File: config.mk
export PLATFORM = sky130hd
export DESIGN_NAME = can_bus_ctrl
export DESIGN_NICKNAME = d
export VERILOG_FILES = /design/src/rtl/can_ctrl_pkg.sv /design/src/rtl/can_rx_slicer.sv /design/src/rtl/can_thermal_guard.sv /design/src/rtl/can_psense_seq.sv /design/src/rtl/can_bus_ctrl.sv
export SDC_FILE = /design/constraint.sdc
export NUM_CORES = 1
export LEC_CHECK = 0
export BUFFER_PORTS_ARGS = -buffer_cell sky130_fd_sc_hd__buf_2
export CAP_MARGIN = 30
export CORE_MARGIN = 3
export CORE_UTILIZATION = 40
export CTS_CLUSTER_DIAMETER = 40
export DETAILED_ROUTE_END_ITERATION = 16
export PLACE_DENSITY = 0.74
export REMOVE_ABC_BUFFERS = 1
export SETUP_SLACK_MARGIN = 0.02
export SLEW_MARGIN = 20
export SYNTH_ARGS = -nofsm -noshare
export SYNTH_HDL_FRONTEND = slang
export SYNTH_HIERARCHICAL = 1
export SYNTH_SLANG_ARGS = --single-unit
File: constraint.sdc
create_clock -name clk -period 1.6 [get_ports clk]
set_input_delay 0.32 -clock clk [delete_from_list [all_inputs] [get_ports clk]]
set_output_delay 0.32 -clock clk [all_outputs]
set_load 0.03 [all_outputs]
File: src/rtl/can_ctrl_pkg.sv
package can_ctrl_pkg;
  typedef enum logic {
    LVL_RECESSIVE = 1'b0,
    LVL_DOMINANT  = 1'b1
  } bus_lvl_e;

  function automatic int unsigned max_u(input int unsigned a, input int unsigned b);
    return (a > b) ? a : b;
  endfunction
endpackage

File: src/rtl/can_rx_slicer.sv
module can_rx_slicer
  import can_ctrl_pkg::*;
#(
  parameter int DW     = 16,
  parameter int DOM_MV = 900,
  parameter int REC_MV = 500
) (
  input  logic                 clk,
  input  logic                 rst,
  input  logic                 bus_ok,
  input  logic signed [DW-1:0] diff_mv,
  output bus_lvl_e             lvl_q
);
  localparam logic signed [DW-1:0] DOM_T = DW'(DOM_MV);
  localparam logic signed [DW-1:0] REC_T = DW'(REC_MV);

  bus_lvl_e lvl_d;

  always_comb begin
    lvl_d = lvl_q;
    if (!bus_ok) begin
      lvl_d = LVL_RECESSIVE;
    end else if (diff_mv >= DOM_T) begin
      lvl_d = LVL_DOMINANT;
    end else if (diff_mv <= REC_T) begin
      lvl_d = LVL_RECESSIVE;
    end
  end

  always_ff @(posedge clk) begin
    if (rst) lvl_q <= LVL_RECESSIVE;
    else     lvl_q <= lvl_d;
  end
endmodule

File: src/rtl/can_thermal_guard.sv
module can_thermal_guard #(
  parameter int TW       = 10,
  parameter int TRIP_C   = 150,
  parameter int CLEAR_C  = 140
) (
  input  logic                 clk,
  input  logic                 rst,
  input  logic signed [TW-1:0] temp_c,
  output logic                 trip_d,
  output logic                 trip_q
);
  localparam logic signed [TW-1:0] TRIP_T  = TW'(TRIP_C);
  localparam logic signed [TW-1:0] CLEAR_T = TW'(CLEAR_C);

  always_comb begin
    trip_d = trip_q;
    if (temp_c >= TRIP_T)       trip_d = 1'b1;
    else if (temp_c <= CLEAR_T) trip_d = 1'b0;
  end

  always_ff @(posedge clk) begin
    if (rst) trip_q <= 1'b0;
    else     trip_q <= trip_d;
  end
endmodule

File: src/rtl/can_psense_seq.sv
module can_psense_seq
  import can_ctrl_pkg::*;
#(
  parameter int unsigned ON_DLY  = 300,
  parameter int unsigned OFF_DLY = 1000
) (
  input  logic clk,
  input  logic rst,
  input  logic vbus_ok,
  output logic present_q
);
  localparam int unsigned MAXD = max_u(max_u(ON_DLY, OFF_DLY), 2);
  localparam int          CW   = $clog2(MAXD + 1);
  localparam logic [CW-1:0] ON_LAST  = CW'(ON_DLY - 1);
  localparam logic [CW-1:0] OFF_LAST = CW'(OFF_DLY - 1);

  logic [CW-1:0] run_q;
  logic [CW-1:0] last;
  logic          mismatch;

  assign mismatch = (vbus_ok != present_q);
  assign last     = present_q ? OFF_LAST : ON_LAST;

  always_ff @(posedge clk) begin
    if (rst) begin
      present_q <= 1'b0;
      run_q     <= '0;
    end else if (!mismatch) begin
      run_q <= '0;
    end else if (run_q == last) begin
      present_q <= vbus_ok;
      run_q     <= '0;
    end else begin
      run_q <= run_q + 1'b1;
    end
  end
endmodule

File: src/rtl/can_bus_ctrl.sv
module can_bus_ctrl
  import can_ctrl_pkg::*;
#(
  parameter int          TW      = 10,
  parameter int          DW      = 16,
  parameter int          DOM_MV  = 900,
  parameter int          REC_MV  = 500,
  parameter int          TRIP_C  = 150,
  parameter int          CLEAR_C = 140,
  parameter int unsigned ON_DLY  = 300,
  parameter int unsigned OFF_DLY = 1000
) (
  input  logic                 clk,
  input  logic                 rst,
  input  logic                 txd,
  input  logic                 txd_valid,
  input  logic                 vlogic_ok,
  input  logic                 vbus_ok,
  input  logic signed [TW-1:0] die_temp,
  input  logic signed [DW-1:0] bus_diff_mv,
  output logic                 canh_en,
  output logic                 canl_en,
  output logic                 rxd,
  output logic                 bus_sense_n,
  output logic                 tsd_active
);
  bus_lvl_e rx_lvl;
  logic     trip_d;
  logic     trip_q;
  logic     present;
  logic     drive_req;
  logic     drive_q;

  can_rx_slicer #(.DW(DW), .DOM_MV(DOM_MV), .REC_MV(REC_MV)) u_rx (
    .clk     (clk),
    .rst     (rst),
    .bus_ok  (vbus_ok),
    .diff_mv (bus_diff_mv),
    .lvl_q   (rx_lvl)
  );

  can_thermal_guard #(.TW(TW), .TRIP_C(TRIP_C), .CLEAR_C(CLEAR_C)) u_tsd (
    .clk    (clk),
    .rst    (rst),
    .temp_c (die_temp),
    .trip_d (trip_d),
    .trip_q (trip_q)
  );

  can_psense_seq #(.ON_DLY(ON_DLY), .OFF_DLY(OFF_DLY)) u_sense (
    .clk       (clk),
    .rst       (rst),
    .vbus_ok   (vbus_ok),
    .present_q (present)
  );

  assign drive_req = vlogic_ok & vbus_ok & txd_valid & ~txd & ~trip_d;

  always_ff @(posedge clk) begin
    if (rst) drive_q <= 1'b0;
    else     drive_q <= drive_req;
  end

  assign canh_en     = drive_q;
  assign canl_en     = drive_q;
  assign rxd         = (rx_lvl == LVL_RECESSIVE);
  assign tsd_active  = trip_q;
  assign bus_sense_n = ~present;
endmodule

==> run metrics, run 1 <==
Worst Hold Class primary input to register; post-synthesis register bit count 14; failing checks setup timing; # rows 15; die height 49.54 um; max-slew violations 0; Period Utilization, post-route 1.064; worst r2r dst u_sense/present_q; synth warn 6; Slew @ Worst Pin 0.5257 ns; Core Area between 1500 and 2000 sq um; largest net degree at the start of global routing 11; Inserted Clock Buffers 3; endpoints failing hold 0; IO Pins 37; most common cell in the netlist dfxtp_1; DR iter-0 viols 6; status complete, but fails checks; Setup Skew between 0.0008 and 0.0009 ns; antenna violations before repair 0; DR vias/cell ~5; Ant. Diodes 0; f_max between 0.5 and 0.6 GHz; ranking of synthesized cells by area dfxtp_1, nor3_1, xnor2_1; die width just under 50 um; placed insts 157; Layout Cells excl Fill 161; worst setup path start u_sense/run_q[6]; Worst-path clk slew about 0.07 ns; DIE AREA 2454 sq um; beginning of the worst hold path die_temp[9]; CTS tree done; Most used DFF post-synth dfxtp_1; setup_tns -0.4026 ns; final core occ 0.6262; VDD IR max between 300 and 400 uV; routed len/inst 11.68 um; Setup CP Type register to register; Net count, final 171; Max-slew headroom 0.6495; GR Overflow Total 0; critical path peak fanout 5; r2r setup slk -0.10 ns; WHS 0.2307 ns; required time worst endpoint approximately 1.8 ns; Post-synth ARST share 0; RSZ-0062 raised after global routing yes; Clk network pwr share 0.299; worst path arrival time 1.90 ns; top post-synthesis cells by count dfxtp_1, nor3_1, nand2_1; HPWL after detailed placement 1503 um; total number of vias 807; Power Internal 0.4842 mW; minimum clock period 1.703 ns; CTS sink count 14; Synth-to-Final Area Change 45.71%; Net Sw Power 0.1476 mW; Fill cells about 160; Antenna Nets Post-Route 0; pre-CTS setup slack -0.1151 ns; Synth top area share 0.3696; Post-synth EDFFs 0; first-pass GRT wire length 3305 um; Post-Syn Instances between 80 and 90; Max clock buf depth 2; Avg Inst Size Synth 8.616 sq um; max_cap viols 0; # hold bufs at CTS 0; Post-Place Cell Area 1030 sq um; Final GP Congestion 0.7646; PwrDens about 570 nW/um^2; worst reg2reg path startpoint u_sense/run_q[6]; Worst Setup EP u_sense/present_q; Worst setup SP type register; drt first pass iters 4; crit path setup slack, layout -0.1027 ns; synth unique cells 29; vias in the first global route 814; final setup fails 11; total track usage 0.1694; Post-Route WL 1880 um; share of power burned in combinational logic 0.134; Lkg Pwr 0.4329 nW; htree depth 1; clk_lat worst skew 0.27 ns; sequential share of power 0.567; Remaining DRCs 0; Initial Util 0.4298; Seq/Total Area, Yosys 0.3696; Port-buffer cells 36; final instance area 1105 sq um; Yosys top cell by area dfxtp_1; Root Buffer clkbuf_4; reg2reg path depth 5; share of cells above drive strength 1 0.5000; synthesized area between 700 and 800 sq um; PnR Total Power ~0.63 mW; Critical Path End Type register; sw frac 0.2337
[layer usage]
layer  track usage  wire [um]
met5             0          0
met4       0.06912         33
met3       0.02719         45
met2        0.3106       1015
met1        0.1914        785
[sequential cells by signal (all words and copies together) (netlist names)]
register           count
u_sense/present_q      1
canh_en                1
u_sense/run_q         10
u_tsd/trip_q           1
u_rx/lvl_q             1
[cell type report]
class | count | area, sq um | share of cell area
timing repair buffer | 48 | 270.3 | 0.2446
tap | 25 | 31.28 | 0.02831
multi-input combinational | 66 | 478.0 | 0.4326
clock buffer | 3 | 22.52 | 0.02039
inverter | 5 | 18.77 | 0.01699
sequential | 14 | 284.0 | 0.2571
[worst max-delay path, cell delays in order, from the launching register on]
cell	delay [ns]
dfxtp_2	0.34
nand2_2	0.05
or4b_4	0.52
a2111oi_4	0.33
buf_4	0.20
mux2i_1	0.19
[cell families (layout without fill, tap and decap cells)]
group                    count (synthesis)  count (layout)  synth area share
AO/OA/AOI/OAI                           10              10            0.1040
XOR/XNOR                                 9               9            0.1040
adder cells (fa/ha/maj)                  1               1           0.01650
buffers and inverters                    8              56           0.05444
flip-flops                              14              14            0.3696
multiplexers                             1               1           0.01320
AND/OR/NAND/NOR                         45              45            0.3383
[placed cells by master, fill, tap and decap left out]
cell type	synthesis	final
nor2_1	5	5
nand4_1	2	2
or4b_4	1	1
o311a_1	1	1
and3_1	1	1
mux2i_1	1	1
buf_4	1	12
a21oi_1	4	4
clkbuf_4	0	3
nor3_1	12	6
nand3_1	4	4
nand2_1	9	7
ha_1	1	1
nor4_1	2	2
o21ai_1	1	1
nor3b_1	1	1
buf_2	0	36
nor4b_1	2	1
inv_1	4	4
xor2_1	3	3
o21ai_0	2	2
xnor2_1	6	6
nor3_2	1	7
dfxtp_2	0	3
a2111oi_4	1	1
a31oi_1	1	1
nor4b_2	0	1
nor4_2	2	2
clkinv_1	1	1
nand2_2	0	2
dfxtp_1	14	11
nand2b_1	3	3
[power by group through the flow]
| stage | Sequential (mW) | Combinational [mW] | Clock [mW] |
|---|---|---|---|
| 2_1_floorplan | 0.370 | 0.0283 | 0 |
| 3_3_place_gp | 0.366 | 0.0801 | 0 |
| 3_5_place_dp | 0.366 | 0.0841 | 0 |
| 4_1_cts | 0.358 | 0.0858 | 0.195 |
| 5_1_grt | 0.359 | 0.0955 | 0.201 |
| 6_report | 0.358 | 0.0849 | 0.189 |
[how the worst min path moves through the flow]
stage	end	slack (ns)	cells after the start
final	u_tsd/trip_q	0.23	2
after global routing	u_tsd/trip_q	0.24	2
after CTS	u_tsd/trip_q	0.23	2
after detailed placement	u_sense/run_q[0]	0.48	1
after global placement	u_sense/run_q[0]	0.47	1
after floorplan	u_tsd/trip_q	0.39	1
[repair_timing]
item | 4_1_cts | 5_1_grt
setup buffers | 2 | 0
setup endpoints to repair | 11 | 11
pin swaps | 7 | 0
gates resized for setup | 11 | 2
No activity file was read; power rests on OpenSTA's default activity.
==> run 2, diff against run 1 <==
--- a/config.mk
+++ b/config.mk
@@ -8,10 +8,10 @@
 export BUFFER_PORTS_ARGS = -buffer_cell sky130_fd_sc_hd__buf_2
 export CAP_MARGIN = 30
 export CORE_MARGIN = 3
-export CORE_UTILIZATION = 40
+export CORE_UTILIZATION = 44
 export CTS_CLUSTER_DIAMETER = 40
 export DETAILED_ROUTE_END_ITERATION = 16
-export PLACE_DENSITY = 0.74
+export PLACE_DENSITY = 0.77
 export REMOVE_ABC_BUFFERS = 1
 export SETUP_SLACK_MARGIN = 0.02
 export SLEW_MARGIN = 20
==> constraint.sdc (replaced) <==
create_clock -name clk -period 1.9 [get_ports clk]
set_input_delay 0.38 -clock clk [delete_from_list [all_inputs] [get_ports clk]]
set_output_delay 0.38 -clock clk [all_outputs]
set_load 0.03 [all_outputs]
==> run 2 against run 1 <==
Against the previous run: the flow now finishes without violations; largest cell class unchanged; critical path type unchanged; maximum frequency shrank 4.9%; worst setup slack improved by 0.21 ns; flip-flop and latch count stayed put; critical path depth unchanged; cell area is 5.1% lower; clock skew grew 0.0063 ns.
==> run metrics, run 2 (same netlist as run 1, synthesis figures left out) <==
met2 Usage GRT 0.2888; Synth-to-Final Area Change 38.28%; routed len/inst 11.55 um; commonest non-fill, non-tap cells in the layout buf_2, nor3_1, dfxtp_1, nand2_1; WHS Path Cells 2; r2r setup slk 0.11 ns; reg2reg path depth 5; f_max between 0.5 and 0.6 GHz; most flop-heavy register u_sense/run_q; IO Pins 37; Period Utilization, post-route 0.9425; Max clock buf depth 2; vias in the first global route 629; htree depth 1; minimum clock period 1.791 ns; Inserted Clock Buffers 3; Port-buffer cells 36; CTS sink count 14; commonest non-fill, non-tap cell in the layout buf_2; Critical Path End Type register; Lkg Pwr 0.4152 nW; Fill cells 131; final setup fails 0; Root Buffer clkbuf_4; Initial Util 0.4864; Ant. Diodes 0; Hold EP u_tsd/trip_q; max-slew violations 0; GR Overflow Total 0; pre-CTS setup slack 0.09565 ns; Post-Route WL 1710 um; RSZ-0062 raised after global routing yes; Antenna Nets Post-Route 0; # rows 14; drt first pass iters 4; crit path setup slack, layout about 0.11 ns; Worst Hold Class primary input to register; largest net degree at the start of global routing 11; DR iter-0 viols 6; CP top delay family simple AND/OR/NAND/NOR gates; Worst setup SP type register; Top Usage Layer GRT met2; DIE AREA between 2000 and 2500 sq um; DR vias/cell 5.216; required time worst endpoint 2.12 ns; first-pass GRT wire length between 2000 and 3000 um; HPWL after detailed placement around 1300 um; Setup CP Type register to register; max incr delay on CP 0.49 ns; share of cells above drive strength 1 0.4394; clk_lat worst skew approximately 0.29 ns; antenna violations before repair 0; critical path peak fanout 4; worst reg2reg path startpoint u_sense/run_q[6]; status finished, final reports clean; grt met3 use 0.06767; M1 GR Usage 0.1723; worst path arrival time 2.01 ns; total track usage 0.1575; worst r2r dst u_sense/present_q; Setup Skew approximately 0.0072 ns; Slew @ Worst Pin 0.3840 ns; endpoints failing hold 0; PnR Total Power 0.5863 mW; Net count, final 166; Buf/Inv on CP 1; Final GP Congestion around 0.73; total number of vias 772; CP Cell Sequence nand2_2, or4b_4, a2111oi_4, buf_4, mux2i_1; Core Area 1559 sq um; # hold bufs at CTS 0; Remaining DRCs 0; die width 47.51 um; setup_tns 0 ns; CTS tree done; VDD IR max 420.2 uV; max reg flops 10; max_cap viols 0; beginning of the worst hold path die_temp[9]; Max-slew headroom 0.7440; PwrDens 559.2 nW/um^2; Worst-path clk slew roughly 0.09 ns; CP max-delay cell or4b_4; die height 47.51 um
run 2: cell types whose count changed in the layout (fill, tap and decap cells not counted), moves of 2 or more:
cell     before  now
nor3_1        6   12
buf_4        12    6
nor3_2        7    1
dfxtp_1      11    9
run 2: how the worst max path moves through the flow:
stage                          start                end  slack [ns]  cells after the start
floorplan           u_sense/run_q[6]  u_sense/present_q        0.10                      4
finish              u_sense/run_q[6]  u_sense/present_q        0.11                      5
CTS                 u_sense/run_q[6]  u_sense/present_q        0.07                      5
detailed placement  u_sense/run_q[6]  u_sense/present_q         0.1                      5
global placement    u_sense/run_q[6]  u_sense/present_q        0.18                      5
global route        u_sense/run_q[6]  u_sense/present_q        0.01                      5
run 2: report_power, final:
part	switching (mW)	total (mW)	internal, mW
Clock	0.100	0.217	0.117
Sequential	0.00362	0.300	0.296
Combinational	0.0331	0.0694	0.0364
Total	0.137	0.586	0.450
run 2: cell type report:
type	count	area [sq um]	area share
clock buffers	4	36.28	0.03461
inverters	5	18.77	0.01790
well taps	16	20.02	0.01909
flip-flops and latches	14	289.0	0.2757
repair buffers	43	245.2	0.2339
multi-input cells	66	439.2	0.4189
run 2: metal layers:
layer	part of all wire	up-vias
met1	0.41	342
met2	0.49	25
met4	0.023	0
met5	0	-
met3	0.078	5
li1	-	400
run 2: timing repair:
| action | 4_1_cts | 5_1_grt |
|---|---|---|
| gates resized for setup | 0 | 7 |
| endpoints found under the hold margin | 0 | 0 |
| buffers inserted | 0 | 5 |
| endpoints found under the setup margin | 0 | 1 |
run 2: stage by stage:
step	cells	hold slack, ns	utilization	instance area [sq um]
finish	148	0.2764	0.6726	1049
global route	148	0.2763	0.6726	1049
CTS	143	0.2897	0.6332	987.2
detailed placement	139	0.4759	0.6100	950.9
global placement	139	0.4723	0.6100	950.9
floorplan	85	0.4510	-	735.7
run 2: worst reg2reg max path: stages, from the launching register on:
cell and delay (ns):
dfxtp_2 0.37, nand2_2 0.07, or4b_4 0.49, a2111oi_4 0.39
buf_4 0.20, mux2i_1 0.19
